===== config.mk =====
export PLATFORM = sky130hd
export DESIGN_NAME = resv_station
export DESIGN_NICKNAME = d
export VERILOG_FILES = /design/src/rtl/rs_pkg.sv /design/src/rtl/rs_operand.sv /design/src/rtl/rs_slot.sv /design/src/rtl/rs_picker.sv /design/src/rtl/resv_station.sv
export SDC_FILE = /design/constraint.sdc
export NUM_CORES = 1
export LEC_CHECK = 0
export BUFFER_PORTS_ARGS = -buffer_cell sky130_fd_sc_hd__buf_2
export CAP_MARGIN = 20
export CORE_AREA = 2 2 203 205
export DETAILED_ROUTE_END_ITERATION = 7
export DIE_AREA = 0 0 205 207
export PLACE_DENSITY = 0.68
export SETUP_SLACK_MARGIN = 0.3
export SYNTH_ARGS = -nofsm -noshare
export SYNTH_HDL_FRONTEND = slang
export SYNTH_SLANG_ARGS = --single-unit
export TNS_END_PERCENT = 5

===== constraint.sdc =====
create_clock -name clk_i -period 4.4 [get_ports clk_i]
set_input_delay 0.22 -clock clk_i [delete_from_list [all_inputs] [get_ports clk_i]]
set_output_delay 0.22 -clock clk_i [all_outputs]
set_load 0.05 [all_outputs]

===== src/rtl/rs_pkg.sv =====
package rs_pkg;
  typedef enum logic [1:0] {
    SEL_NONE  = 2'd0,
    SEL_SLOT  = 2'd1,
    SEL_ISSUE = 2'd2
  } sel_src_e;
endpackage


===== src/rtl/rs_operand.sv =====
module rs_operand #(
  parameter int TAG_W  = 3,
  parameter int DATA_W = 32
) (
  input  logic [DATA_W-1:0] src_i,
  input  logic              vld_i,
  input  logic [TAG_W-1:0]  bus_tag_i,
  input  logic [DATA_W-1:0] bus_data_i,
  output logic              avail_o,
  output logic [DATA_W-1:0] val_o
);
  logic hit;

  assign hit     = !vld_i && (bus_tag_i != '0) && (src_i[TAG_W-1:0] == bus_tag_i);
  assign avail_o = vld_i | hit;
  assign val_o   = hit ? bus_data_i : src_i;
endmodule


===== src/rtl/rs_slot.sv =====
module rs_slot #(
  parameter int TAG_W  = 3,
  parameter int DATA_W = 32,
  parameter int CTRL_W = 4
) (
  input  logic              clk_i,
  input  logic              rst_ni,
  input  logic              flush_i,
  input  logic              load_i,
  input  logic              clear_i,
  input  logic [TAG_W-1:0]  in_tag_i,
  input  logic [CTRL_W-1:0] in_ctrl_i,
  input  logic [DATA_W-1:0] in_src1_i,
  input  logic              in_vld1_i,
  input  logic [DATA_W-1:0] in_src2_i,
  input  logic              in_vld2_i,
  input  logic [TAG_W-1:0]  bus_tag_i,
  input  logic [DATA_W-1:0] bus_data_i,
  output logic              busy_o,
  output logic              avail_o,
  output logic [TAG_W-1:0]  tag_o,
  output logic [CTRL_W-1:0] ctrl_o,
  output logic [DATA_W-1:0] op1_o,
  output logic [DATA_W-1:0] op2_o
);
  logic [TAG_W-1:0]  tag_q;
  logic [CTRL_W-1:0] ctrl_q;
  logic [DATA_W-1:0] src1_q, src2_q;
  logic              vld1_q, vld2_q;
  logic              av1, av2;

  rs_operand #(.TAG_W(TAG_W), .DATA_W(DATA_W)) u_op1 (
    .src_i(src1_q), .vld_i(vld1_q), .bus_tag_i(bus_tag_i), .bus_data_i(bus_data_i),
    .avail_o(av1), .val_o(op1_o)
  );
  rs_operand #(.TAG_W(TAG_W), .DATA_W(DATA_W)) u_op2 (
    .src_i(src2_q), .vld_i(vld2_q), .bus_tag_i(bus_tag_i), .bus_data_i(bus_data_i),
    .avail_o(av2), .val_o(op2_o)
  );

  always_ff @(posedge clk_i or negedge rst_ni) begin
    if (!rst_ni) begin
      tag_q  <= '0;
      ctrl_q <= '0;
      src1_q <= '0;
      src2_q <= '0;
      vld1_q <= 1'b0;
      vld2_q <= 1'b0;
    end else if (flush_i) begin
      tag_q  <= '0;
      vld1_q <= 1'b0;
      vld2_q <= 1'b0;
    end else if (load_i) begin
      // incoming operands arrive already bus-forwarded
      tag_q  <= in_tag_i;
      ctrl_q <= in_ctrl_i;
      src1_q <= in_src1_i;
      vld1_q <= in_vld1_i;
      src2_q <= in_src2_i;
      vld2_q <= in_vld2_i;
    end else if (clear_i) begin
      tag_q  <= '0;
    end else if (tag_q != '0) begin
      src1_q <= op1_o;
      vld1_q <= av1;
      src2_q <= op2_o;
      vld2_q <= av2;
    end
  end

  assign busy_o  = (tag_q != '0);
  assign avail_o = busy_o & av1 & av2;
  assign tag_o   = tag_q;
  assign ctrl_o  = ctrl_q;
endmodule


===== src/rtl/rs_picker.sv =====
module rs_picker
  import rs_pkg::*;
#(
  parameter int N     = 4,
  parameter int IDX_W = 2
) (
  input  logic             clk_i,
  input  logic             rst_ni,
  input  logic             flush_i,
  input  logic [N-1:0]     slot_rdy_i,
  input  logic             issue_rdy_i,
  output sel_src_e         src_o,
  output logic [IDX_W-1:0] idx_o
);
  logic [IDX_W-1:0] last_q;

  function automatic logic [IDX_W-1:0] wrap_idx(input logic [IDX_W-1:0] base, input int off);
    int s;
    s = int'(base) + off;
    if (s >= N) s = s - N;
    return IDX_W'(s);
  endfunction

  always_comb begin
    src_o = SEL_NONE;
    idx_o = '0;
    for (int off = 1; off <= N; off++) begin
      if (src_o == SEL_NONE && slot_rdy_i[wrap_idx(last_q, off)]) begin
        src_o = SEL_SLOT;
        idx_o = wrap_idx(last_q, off);
      end
    end
    if (src_o == SEL_NONE && issue_rdy_i) src_o = SEL_ISSUE;
  end

  // last slot sent; reset value makes slot 0 first
  always_ff @(posedge clk_i or negedge rst_ni) begin
    if (!rst_ni)                last_q <= IDX_W'(N-1);
    else if (flush_i)           last_q <= IDX_W'(N-1);
    else if (src_o == SEL_SLOT) last_q <= idx_o;
  end
endmodule


===== src/rtl/resv_station.sv =====
module resv_station
  import rs_pkg::*;
#(
  parameter int SLOTS  = 4,
  parameter int TAG_W  = 3,
  parameter int DATA_W = 32,
  parameter int CTRL_W = 4
) (
  input  logic              clk_i,
  input  logic              rst_ni,
  input  logic              flush_i,
  input  logic              issue_valid_i,
  input  logic [TAG_W-1:0]  issue_tag_i,
  input  logic [CTRL_W-1:0] issue_ctrl_i,
  input  logic [DATA_W-1:0] issue_src1_i,
  input  logic              issue_src1_vld_i,
  input  logic [DATA_W-1:0] issue_src2_i,
  input  logic              issue_src2_vld_i,
  input  logic [TAG_W-1:0]  bus_tag_i,
  input  logic [DATA_W-1:0] bus_data_i,
  input  logic [TAG_W-1:0]  fu_tag_i,
  input  logic              fu_ack_i,
  output logic              disp_valid_o,
  output logic [TAG_W-1:0]  disp_tag_o,
  output logic [CTRL_W-1:0] disp_ctrl_o,
  output logic [DATA_W-1:0] disp_src1_o,
  output logic [DATA_W-1:0] disp_src2_o,
  output logic              full_o,
  output logic              done_o
);
  localparam int IDX_W = (SLOTS > 1) ? $clog2(SLOTS) : 1;

  logic [SLOTS-1:0]  s_busy, s_avail, s_rdy, s_free, s_load, s_clear;
  logic [TAG_W-1:0]  s_tag  [SLOTS];
  logic [CTRL_W-1:0] s_ctrl [SLOTS];
  logic [DATA_W-1:0] s_op1  [SLOTS];
  logic [DATA_W-1:0] s_op2  [SLOTS];

  logic              fu_ready;
  logic              in_av1, in_av2;
  logic [DATA_W-1:0] in_val1, in_val2;
  logic              redundant, issue_ok, issue_rdy;
  logic              any_free, any_empty, insert;
  logic [IDX_W-1:0]  ins_idx;
  sel_src_e          sel_src;
  logic [IDX_W-1:0]  sel_idx;

  assign fu_ready = (fu_tag_i == '0) | fu_ack_i;
  assign done_o   = (fu_tag_i != '0);

  rs_operand #(.TAG_W(TAG_W), .DATA_W(DATA_W)) u_in1 (
    .src_i(issue_src1_i), .vld_i(issue_src1_vld_i), .bus_tag_i(bus_tag_i),
    .bus_data_i(bus_data_i), .avail_o(in_av1), .val_o(in_val1)
  );
  rs_operand #(.TAG_W(TAG_W), .DATA_W(DATA_W)) u_in2 (
    .src_i(issue_src2_i), .vld_i(issue_src2_vld_i), .bus_tag_i(bus_tag_i),
    .bus_data_i(bus_data_i), .avail_o(in_av2), .val_o(in_val2)
  );

  for (genvar g = 0; g < SLOTS; g++) begin : g_slot
    rs_slot #(.TAG_W(TAG_W), .DATA_W(DATA_W), .CTRL_W(CTRL_W)) u_slot (
      .clk_i     (clk_i),
      .rst_ni    (rst_ni),
      .flush_i   (flush_i),
      .load_i    (s_load[g]),
      .clear_i   (s_clear[g]),
      .in_tag_i  (issue_tag_i),
      .in_ctrl_i (issue_ctrl_i),
      .in_src1_i (in_val1),
      .in_vld1_i (in_av1),
      .in_src2_i (in_val2),
      .in_vld2_i (in_av2),
      .bus_tag_i (bus_tag_i),
      .bus_data_i(bus_data_i),
      .busy_o    (s_busy[g]),
      .avail_o   (s_avail[g]),
      .tag_o     (s_tag[g]),
      .ctrl_o    (s_ctrl[g]),
      .op1_o     (s_op1[g]),
      .op2_o     (s_op2[g])
    );
    assign s_rdy[g]   = s_avail[g] & fu_ready & !flush_i;
    assign s_clear[g] = (sel_src == SEL_SLOT) && (sel_idx == IDX_W'(g));
    assign s_free[g]  = !s_busy[g] | s_clear[g];
    assign s_load[g]  = insert && (ins_idx == IDX_W'(g));
  end

  always_comb begin
    redundant = (fu_tag_i != '0) && (fu_tag_i == issue_tag_i);
    for (int i = 0; i < SLOTS; i++)
      if (s_busy[i] && s_tag[i] == issue_tag_i) redundant = 1'b1;
  end

  assign issue_ok  = issue_valid_i && (issue_tag_i != '0) && !redundant && !flush_i;
  assign issue_rdy = issue_ok & fu_ready & in_av1 & in_av2;

  rs_picker #(.N(SLOTS), .IDX_W(IDX_W)) u_pick (
    .clk_i      (clk_i),
    .rst_ni     (rst_ni),
    .flush_i    (flush_i),
    .slot_rdy_i (s_rdy),
    .issue_rdy_i(issue_rdy),
    .src_o      (sel_src),
    .idx_o      (sel_idx)
  );

  // lowest free slot
  always_comb begin
    ins_idx = '0;
    for (int i = SLOTS - 1; i >= 0; i--)
      if (s_free[i]) ins_idx = IDX_W'(i);
  end

  assign any_free  = |s_free;
  assign any_empty = ~&s_busy;
  assign insert    = issue_ok && (sel_src != SEL_ISSUE) && any_free;
  assign full_o    = issue_ok && (sel_src == SEL_NONE) && !any_empty;

  always_comb begin
    disp_valid_o = 1'b0;
    disp_tag_o   = '0;
    disp_ctrl_o  = '0;
    disp_src1_o  = '0;
    disp_src2_o  = '0;
    unique case (sel_src)
      SEL_SLOT: begin
        disp_valid_o = 1'b1;
        disp_tag_o   = s_tag[sel_idx];
        disp_ctrl_o  = s_ctrl[sel_idx];
        disp_src1_o  = s_op1[sel_idx];
        disp_src2_o  = s_op2[sel_idx];
      end
      SEL_ISSUE: begin
        disp_valid_o = 1'b1;
        disp_tag_o   = issue_tag_i;
        disp_ctrl_o  = issue_ctrl_i;
        disp_src1_o  = in_val1;
        disp_src2_o  = in_val2;
      end
      default: ;
    endcase
  end
endmodule


Word level (Yosys, flattened, before mapping). Index checks and enable logic that the tools add are counted.

Multiplexer cells: 126. Eq/ne operators: 32. Reduce and logical (&&, ||, !) cells: 103. $add $sub $neg: 8. Magnitude comparators: 9. Bitwise logic cells: 36.

Operators with widths (number): 32-bit two-way mux (38); 32-bit binary-select mux with 2-bit select (2); 32-bit one-hot mux with 2 select lines (2); 3-bit equality test (15); 3-bit nonzero test (15); 1-bit logical AND (44); 1-bit two-way mux (42); 3-bit two-way mux (14); 2-bit two-way mux (18); 1-bit bitwise AND (19); 1-bit logical NOT (16); 2-bit AND reduction (8); 1-bit bitwise OR (15); 2-bit logical NOT (7); 3-bit >= comparator (second input constant) (4); 2-bit by 3-bit less-than comparator with 1-bit output (second input constant) (4); 3-bit by 2-bit inequality test with 1-bit output (second input constant) (4); 3-bit AND reduction (4); 2-bit equality test (second input constant) (5); 2-bit nonzero test (5); 1-bit binary-select mux with 2-bit select (4); 4-bit binary-select mux with 2-bit select (1); 4-bit two-way mux (2); 2-bit by 1-bit inequality test with 1-bit output (second input constant) (4); 16 further kinds (22).

Bits in registers: 294. Input port bits: 116. Word-level logic and storage cells: 339.

Logic depth before layout (Yosys ltp).
Depth after elaboration: 34. Depth in mapped cells: 14. Depth with buffers taken out: 10.

Hierarchy. Synthesis repeated with hierarchy kept, for this count alone.

Cell total of the unflattened synthesis: 1767. Area total of the unflattened synthesis: 24683.7 um^2.

By module, submodules not included: rs_slot (seq. area each 1826.8 um^2, area an instance 3801.1 um^2, cells each 241, times used 4); rs_operand (seq. area each 0.0 um^2, area an instance 588.1 um^2, cells each 47, times used 10); resv_station (seq. area each 0.0 um^2, area an instance 3437.0 um^2, cells each 314, times used 1); rs_picker (seq. area each 52.6 um^2, area an instance 161.4 um^2, cells each 19, times used 1).

Worst setup path before layout. No wires, ideal clock.

Kind: register to output. From: register g_slot[2].u_slot.tag_q[1]. To: output full_o. Cell stages (with the launch flop): 9. Path slack: -0.168 ns. Data required time: 4.180 ns. Data arrival time: 4.348 ns. Path through: dfrtp_1 nor3_1 a211oi_1 nand3_1 o22ai_1 nor3_1 clkbuf_1 o21ai_0 nor4_1.

Longest elaborated chain between the ends: 23. Elaborated cells on any way between the ends: 40. Classes of those cells: eq/ne: 1; mux: 15; bitwise: 7; reduce/logical: 17.

Ends and longest elaborated chain: start, declared (RTL line rs_slot.sv:26) `logic [TAG_W-1:0] tag_q;`; start signal, assigned (RTL line rs_slot.sv:55) `tag_q <= in_tag_i;`; 3-bit nonzero test (RTL line rs_slot.sv:71) `assign busy_o = (tag_q != '0);`; 1-bit bitwise AND (2 in a row) (RTL line rs_slot.sv:72) `assign avail_o = busy_o & av1 & av2;`; 1-bit bitwise AND (2 in a row) (RTL line resv_station.sv:82) `assign s_rdy[g] = s_avail[g] & fu_ready & !flush_i;`; 1-bit binary-select mux with 2-bit select (RTL line rs_picker.sv:28) `if (src_o == SEL_NONE && slot_rdy_i[wrap_idx(last_q, off)]) begin`; 1-bit two-way mux (implied by the code) (RTL line rs_picker.sv:28); 1-bit two-way mux (RTL line rs_picker.sv:28); 2-bit logical NOT (RTL line rs_picker.sv:28); 1-bit logical AND (RTL line rs_picker.sv:28); (+5 left out); 1-bit logical AND (RTL line rs_picker.sv:28); 2-bit two-way mux (RTL line rs_picker.sv:28); 2-bit logical NOT (RTL line rs_picker.sv:33) `if (src_o == SEL_NONE && issue_rdy_i) src_o = SEL_ISSUE;`; 1-bit logical AND (RTL line rs_picker.sv:33); 2-bit two-way mux (RTL line rs_picker.sv:33); 2-bit logical NOT (RTL line resv_station.sv:117) `assign full_o = issue_ok && (sel_src == SEL_NONE) && !any_empty;`; 1-bit logical AND (RTL line resv_station.sv:117); 1-bit logical AND * (RTL line resv_station.sv:117); end, declared (RTL line resv_station.sv:28) `output logic full_o,`.

Every way passes the cells marked *; elsewhere a longest branch is shown, timed or not. The select of a mux whose other input is x is not followed.

Worst setup path in the final report.
From: register g_slot[1].u_slot.src2_q[1]. To: output disp_src2_o[30].

Longest elaborated chain between the ends: 23. Elaborated cells on any way between the ends: 39. Classes of those cells: eq/ne: 3; mux: 22; bitwise: 5; reduce/logical: 9.

Ends and longest elaborated chain: start, declared (RTL line rs_slot.sv:28) `logic [DATA_W-1:0] src1_q, src2_q;`; start signal, assigned (RTL line rs_slot.sv:59) `src2_q <= in_src2_i;`; start signal, assigned (RTL line rs_slot.sv:66) `src2_q <= op2_o;`; 3-bit equality test * (RTL line rs_operand.sv:14) `assign hit = !vld_i && (bus_tag_i != '0) && (src_i[TAG_W-1:0] == bus_tag_i);`; 1-bit logical AND * (RTL line rs_operand.sv:14); 1-bit bitwise OR (RTL line rs_operand.sv:15) `assign avail_o = vld_i | hit;`; 1-bit bitwise AND (RTL line rs_slot.sv:72); 1-bit bitwise AND (2 in a row) (RTL line resv_station.sv:82); 1-bit binary-select mux with 2-bit select (RTL line rs_picker.sv:28); 1-bit two-way mux (implied by the code) (RTL line rs_picker.sv:28); 1-bit two-way mux (RTL line rs_picker.sv:28); (+6 left out); 2-bit logical NOT (RTL line rs_picker.sv:28); 1-bit logical AND (RTL line rs_picker.sv:28); 2-bit two-way mux (RTL line rs_picker.sv:28); 2-bit inverter with 3-bit output (implied by the code) or 2-bit logical NOT (tied branches) (RTL line resv_station.sv:131, rs_picker.sv:33); 32-bit binary-select mux with 2-bit select or 1-bit logical AND (tied branches) (RTL line resv_station.sv:131, rs_picker.sv:33); 32-bit two-way mux (implied by the code) or 2-bit two-way mux (tied branches) (RTL line resv_station.sv:131, rs_picker.sv:33); 32-bit two-way mux (implied by the code), or another cell as far along (RTL line resv_station.sv:131) `disp_src2_o = s_op2[sel_idx];`; 32-bit one-hot mux with 2 select lines * (RTL line resv_station.sv:125) `unique case (sel_src)`; end, declared (RTL line resv_station.sv:27) `output logic [DATA_W-1:0] disp_src2_o,`.

Marked as above.

==> flow_summary.json <==
{
  "status": "completed",
  "period_minus_slack_ps": 4260,
  "timing.critical_path.mode_cell": "buf_4",
  "rows": 74,
  "chipWidth_um": 205,
  "antennaDiodeCount": 0,
  "die_y_um": 207,
  "dr_wl_met3_um": 7180,
  "drcViolationCount": 0,
  "num_io_pins": 190,
  "power_density_nw_per_um2": 401,
  "fin_crit_sh_pct": 96.8,
  "clkTransAtPathRegs_ps": 60,
  "rr_endpoint": "g_slot[3].u_slot.src1_q[15]",
  "p_switching_uw": 3110,
  "share_comb_of_total_power_pct": 28.7,
  "drv_slew": 0,
  "synth_cell_type_count": 67,
  "via_count": 18538,
  "ir_drop_mv": 0.235,
  "seq_power_share_pct": 40.4,
  "min_path_type": "in2reg",
  "cts_buffer_depth": 3,
  "htree_levels": 2,
  "multi_input_area_um2": 11700,
  "yosysSeqAreaShare_pct": 37.6,
  "grt-ovfl-total": 0,
  "core_um2": 40400,
  "clk_latency_ps": 540,
  "dpl.cell_count": 2587,
  "skew_ps": 17.4,
  "intPower_uw": 6330,
  "pwr-share-clk_pct": 30.9,
  "worstPathRequired_ps": 4180,
  "p_leak_uw": 0.0122,
  "dr_wl_met2_um": 33100,
  "holdWs_ps": 92.7,
  "cts_inserted_buffers": 35,
  "syn_area_um2": 19600,
  "worst_pin_slew_ps": 967,
  "first_pass_iters": 5,
  "rsz0062_at_grt": "true",
  "cts_tree": "done",
  "grt_pass1_wl_um": 111000,
  "cp_max_fo": 7,
  "slowest_delay_ps": 570,
  "ys_seq_elements": 294,
  "timing.fmax_mhz": 235,
  "globalplace.congestion": 0.891,
  "ys_warn_count": 0,
  "ys.flop_type": "dfrtp_1",
  "seqCellArea_um2": 7360,
  "antenna_found_initial": 1,
  "die-area_um2": 42400,
  "synth_edf_count": 0,
  "worstSetupEndpointType": "primary output",
  "syn2layout_area_growth_pct": 20.2,
  "min_path_cells": 2,
  "path_cells": "xor2_1, or4_4, a2111oi_4, buf_4, nand2_4, o211ai_1, nor2_4, buf_12, mux2_4, buf_4, a221oi_1, nand2_1, buf_4",
  "start_util_pct": 48.5,
  "grt_max_degree": 115,
  "setup.worst_path.start_class": "flop",
  "drtIter0Drc": 2185,
  "r2r_cells": 12,
  "drv_cap": 0,
  "syn_area_per_cell_um2": 9.77,
  "n_fill_cell": 3475,
  "grt_util_all_layers_pct": 33.7,
  "async_reset_ff_share_pct": 100,
  "grt_pass1_vias": 18456,
  "wl_um": 73600,
  "worstHoldStart": "bus_data_i[12]",
  "via_per_inst": 6.87,
  "tns_ps": 0,
  "numPortBuffers": 189,
  "setup_viol": 0,
  "setup.worst_path.class": "reg2out",
  "cp_slowest_cell": "or4_4",
  "fin_cells": 2699,
  "total_power_uw": 9440,
  "postSynthCellCount": 2005,
  "critPathArrivalTime_ps": 4040,
  "nets": 2259,
  "clockRootBuffer": "clkbuf_16",
  "dp_slack_ps": 159,
  "rrSetupSlack_ps": 190,
  "switching_share_pct": 33.0,
  "drt-met1-wl_um": 30000,
  "r2r-start": "g_slot[1].u_slot.src2_q[1]",
  "synth.net_count": 2121,
  "hold_viol": 0,
  "layout_setup_ws_ps": 139,
  "drive_gt1_share_pct": 25.5,
  "routedWlPerCell_um": 27.3,
  "ant_nets": 0,
  "holdPathEnd": "g_slot[2].u_slot.src2_q[12]",
  "dr.max_layer_used": "met4",
  "dpl.hpwl_um": 44100,
  "cts.sinks": 294,
  "timing.slew.headroom_pct": 35.6
}
metal layers:
metal / GRT usage [%] / vias up
met3: 7.03 / 216
li1: - / 7949
met5: 0 / -
met2: 51.7 / 1088
met1: 46.0 / 9285
met4: 14.4 / 0
Yosys cell counts (all sizes together) (4+ instances only):
cell	n	area, µm²
mux2i	336	3360
dfrtp	292	7310
nand2	172	646
nor2	167	627
clkbuf	148	556
o21ai	88	440
buf	84	445
nor2b	71	444
a22o	69	604
or4	67	507
a221o	65	651
a221oi	64	561
o221a	64	721
o22a	64	561
o311a	64	641
xnor2	21	184
nor3	19	100
mux2	18	203
xor2	15	131
inv	13	48.8
a21oi	10	50.1
a22oi	8	60.1
a31oi	7	56.3
nand3	5	25.0
nor4	5	61.3
o211ai	5	42.5
o21a	5	37.5
a211o	4	35.0
a211oi	4	40.0
and2	4	25.0
and3	4	25.0
nand4	4	25.0
o31ai	4	30.0
or3	4	25.0
repair_timing:
action,4_1_cts,5_1_grt
resized for setup,50,112
setup endpoints to repair,158,268
hold endpoints to repair,128,0
cloned,3,3
setup buffers,29,10
hold buffers,6,0
pin swaps,14,27
worst max-delay path by stage:
stage | from | endpoint | slack (ps)
2_1_floorplan | g_slot[1].u_slot.src2_q[2] | disp_ctrl_o[3] | 220
3_3_place_gp | g_slot[1].u_slot.src2_q[2] | disp_src1_o[1] | 230
3_5_place_dp | g_slot[1].u_slot.src2_q[2] | disp_src1_o[1] | 160
4_1_cts | g_slot[1].u_slot.src2_q[0] | disp_src1_o[30] | 230
5_1_grt | g_slot[3].u_slot.src1_q[2] | disp_src1_o[1] | -20
6_report | g_slot[1].u_slot.src2_q[1] | disp_src2_o[30] | 140
stage by stage:
stage / cell area, µm² / utilization, %
2_1_floorplan: 19600 / -
3_3_place_gp: 21300 / 52.7
5_1_grt: 23600 / 58.4
4_1_cts: 23000 / 56.9
6_report: 23600 / 58.4
3_5_place_dp: 21300 / 52.7
layout by cell type (no fill, tap or decap), types with 26 or more instances in the layout:
| cell | n |
|---|---|
| buf_4 | 112 |
| o311a_1 | 61 |
| a22o_1 | 69 |
| dfrtp_1 | 292 |
| a221oi_2 | 26 |
| mux2i_1 | 336 |
| nand2_1 | 164 |
| a221oi_1 | 37 |
| o21ai_0 | 79 |
| nor2b_1 | 71 |
| buf_2 | 152 |
| a221o_1 | 65 |
| buf_6 | 28 |
| or4_1 | 64 |
| o221a_2 | 64 |
| clkbuf_16 | 38 |
| nor2_1 | 161 |
| o22a_1 | 64 |
final cells by class:
| cell class | instances | area share [%] |
|---|---|---|
| multi-input cells | 1468 | 49.9 |
| flip-flops and latches | 294 | 31.2 |
| repair buffers | 331 | 11.0 |
| clock buffers | 49 | 4.28 |
| well taps | 532 | 2.83 |
| clock inverters | 12 | 0.531 |
| inverters | 13 | 0.207 |
power groups by stage:
stage / Combinational (µW) / Clock [µW] / Sequential (µW)
3_3_place_gp: 2410 / 0 / 3800
5_1_grt: 2890 / 3050 / 3880
3_5_place_dp: 2480 / 0 / 3830
6_report: 2710 / 2920 / 3820
4_1_cts: 2610 / 2930 / 3790
2_1_floorplan: 1780 / 0 / 3700
flip-flops by register name, indices dropped and copies added, names as in the netlist:
register and cells:
g_slot.u_slot.src1_q 128, g_slot.u_slot.tag_o 12, g_slot.u_slot.vld1_q 4, g_slot.u_slot.vld2_q 4, u_pick.last_q 2, g_slot.u_slot.ctrl_o 16, g_slot.u_slot.src2_q 128
worst max-delay path, delay by kind of cell (launching register included):
kind	cells	cell delay, ps
AOI/OAI and AO/OA	3	850
and+or+nand+nor	4	850
buffers and inverters	4	790
DFF	1	420
muxes	1	410
xor gates and xnor gates	1	170
logic make-up after synthesis:
| family | Yosys count | synth area share [%] |
|---|---|---|
| mux | 354 | 18.2 |
| simple gates | 530 | 13.1 |
| buf+inv | 245 | 5.36 |
| flops | 294 | 37.6 |
| compound gates | 546 | 24.1 |
| xor+xnor | 36 | 1.61 |
Note: power is estimated with default switching activity, not from simulation.
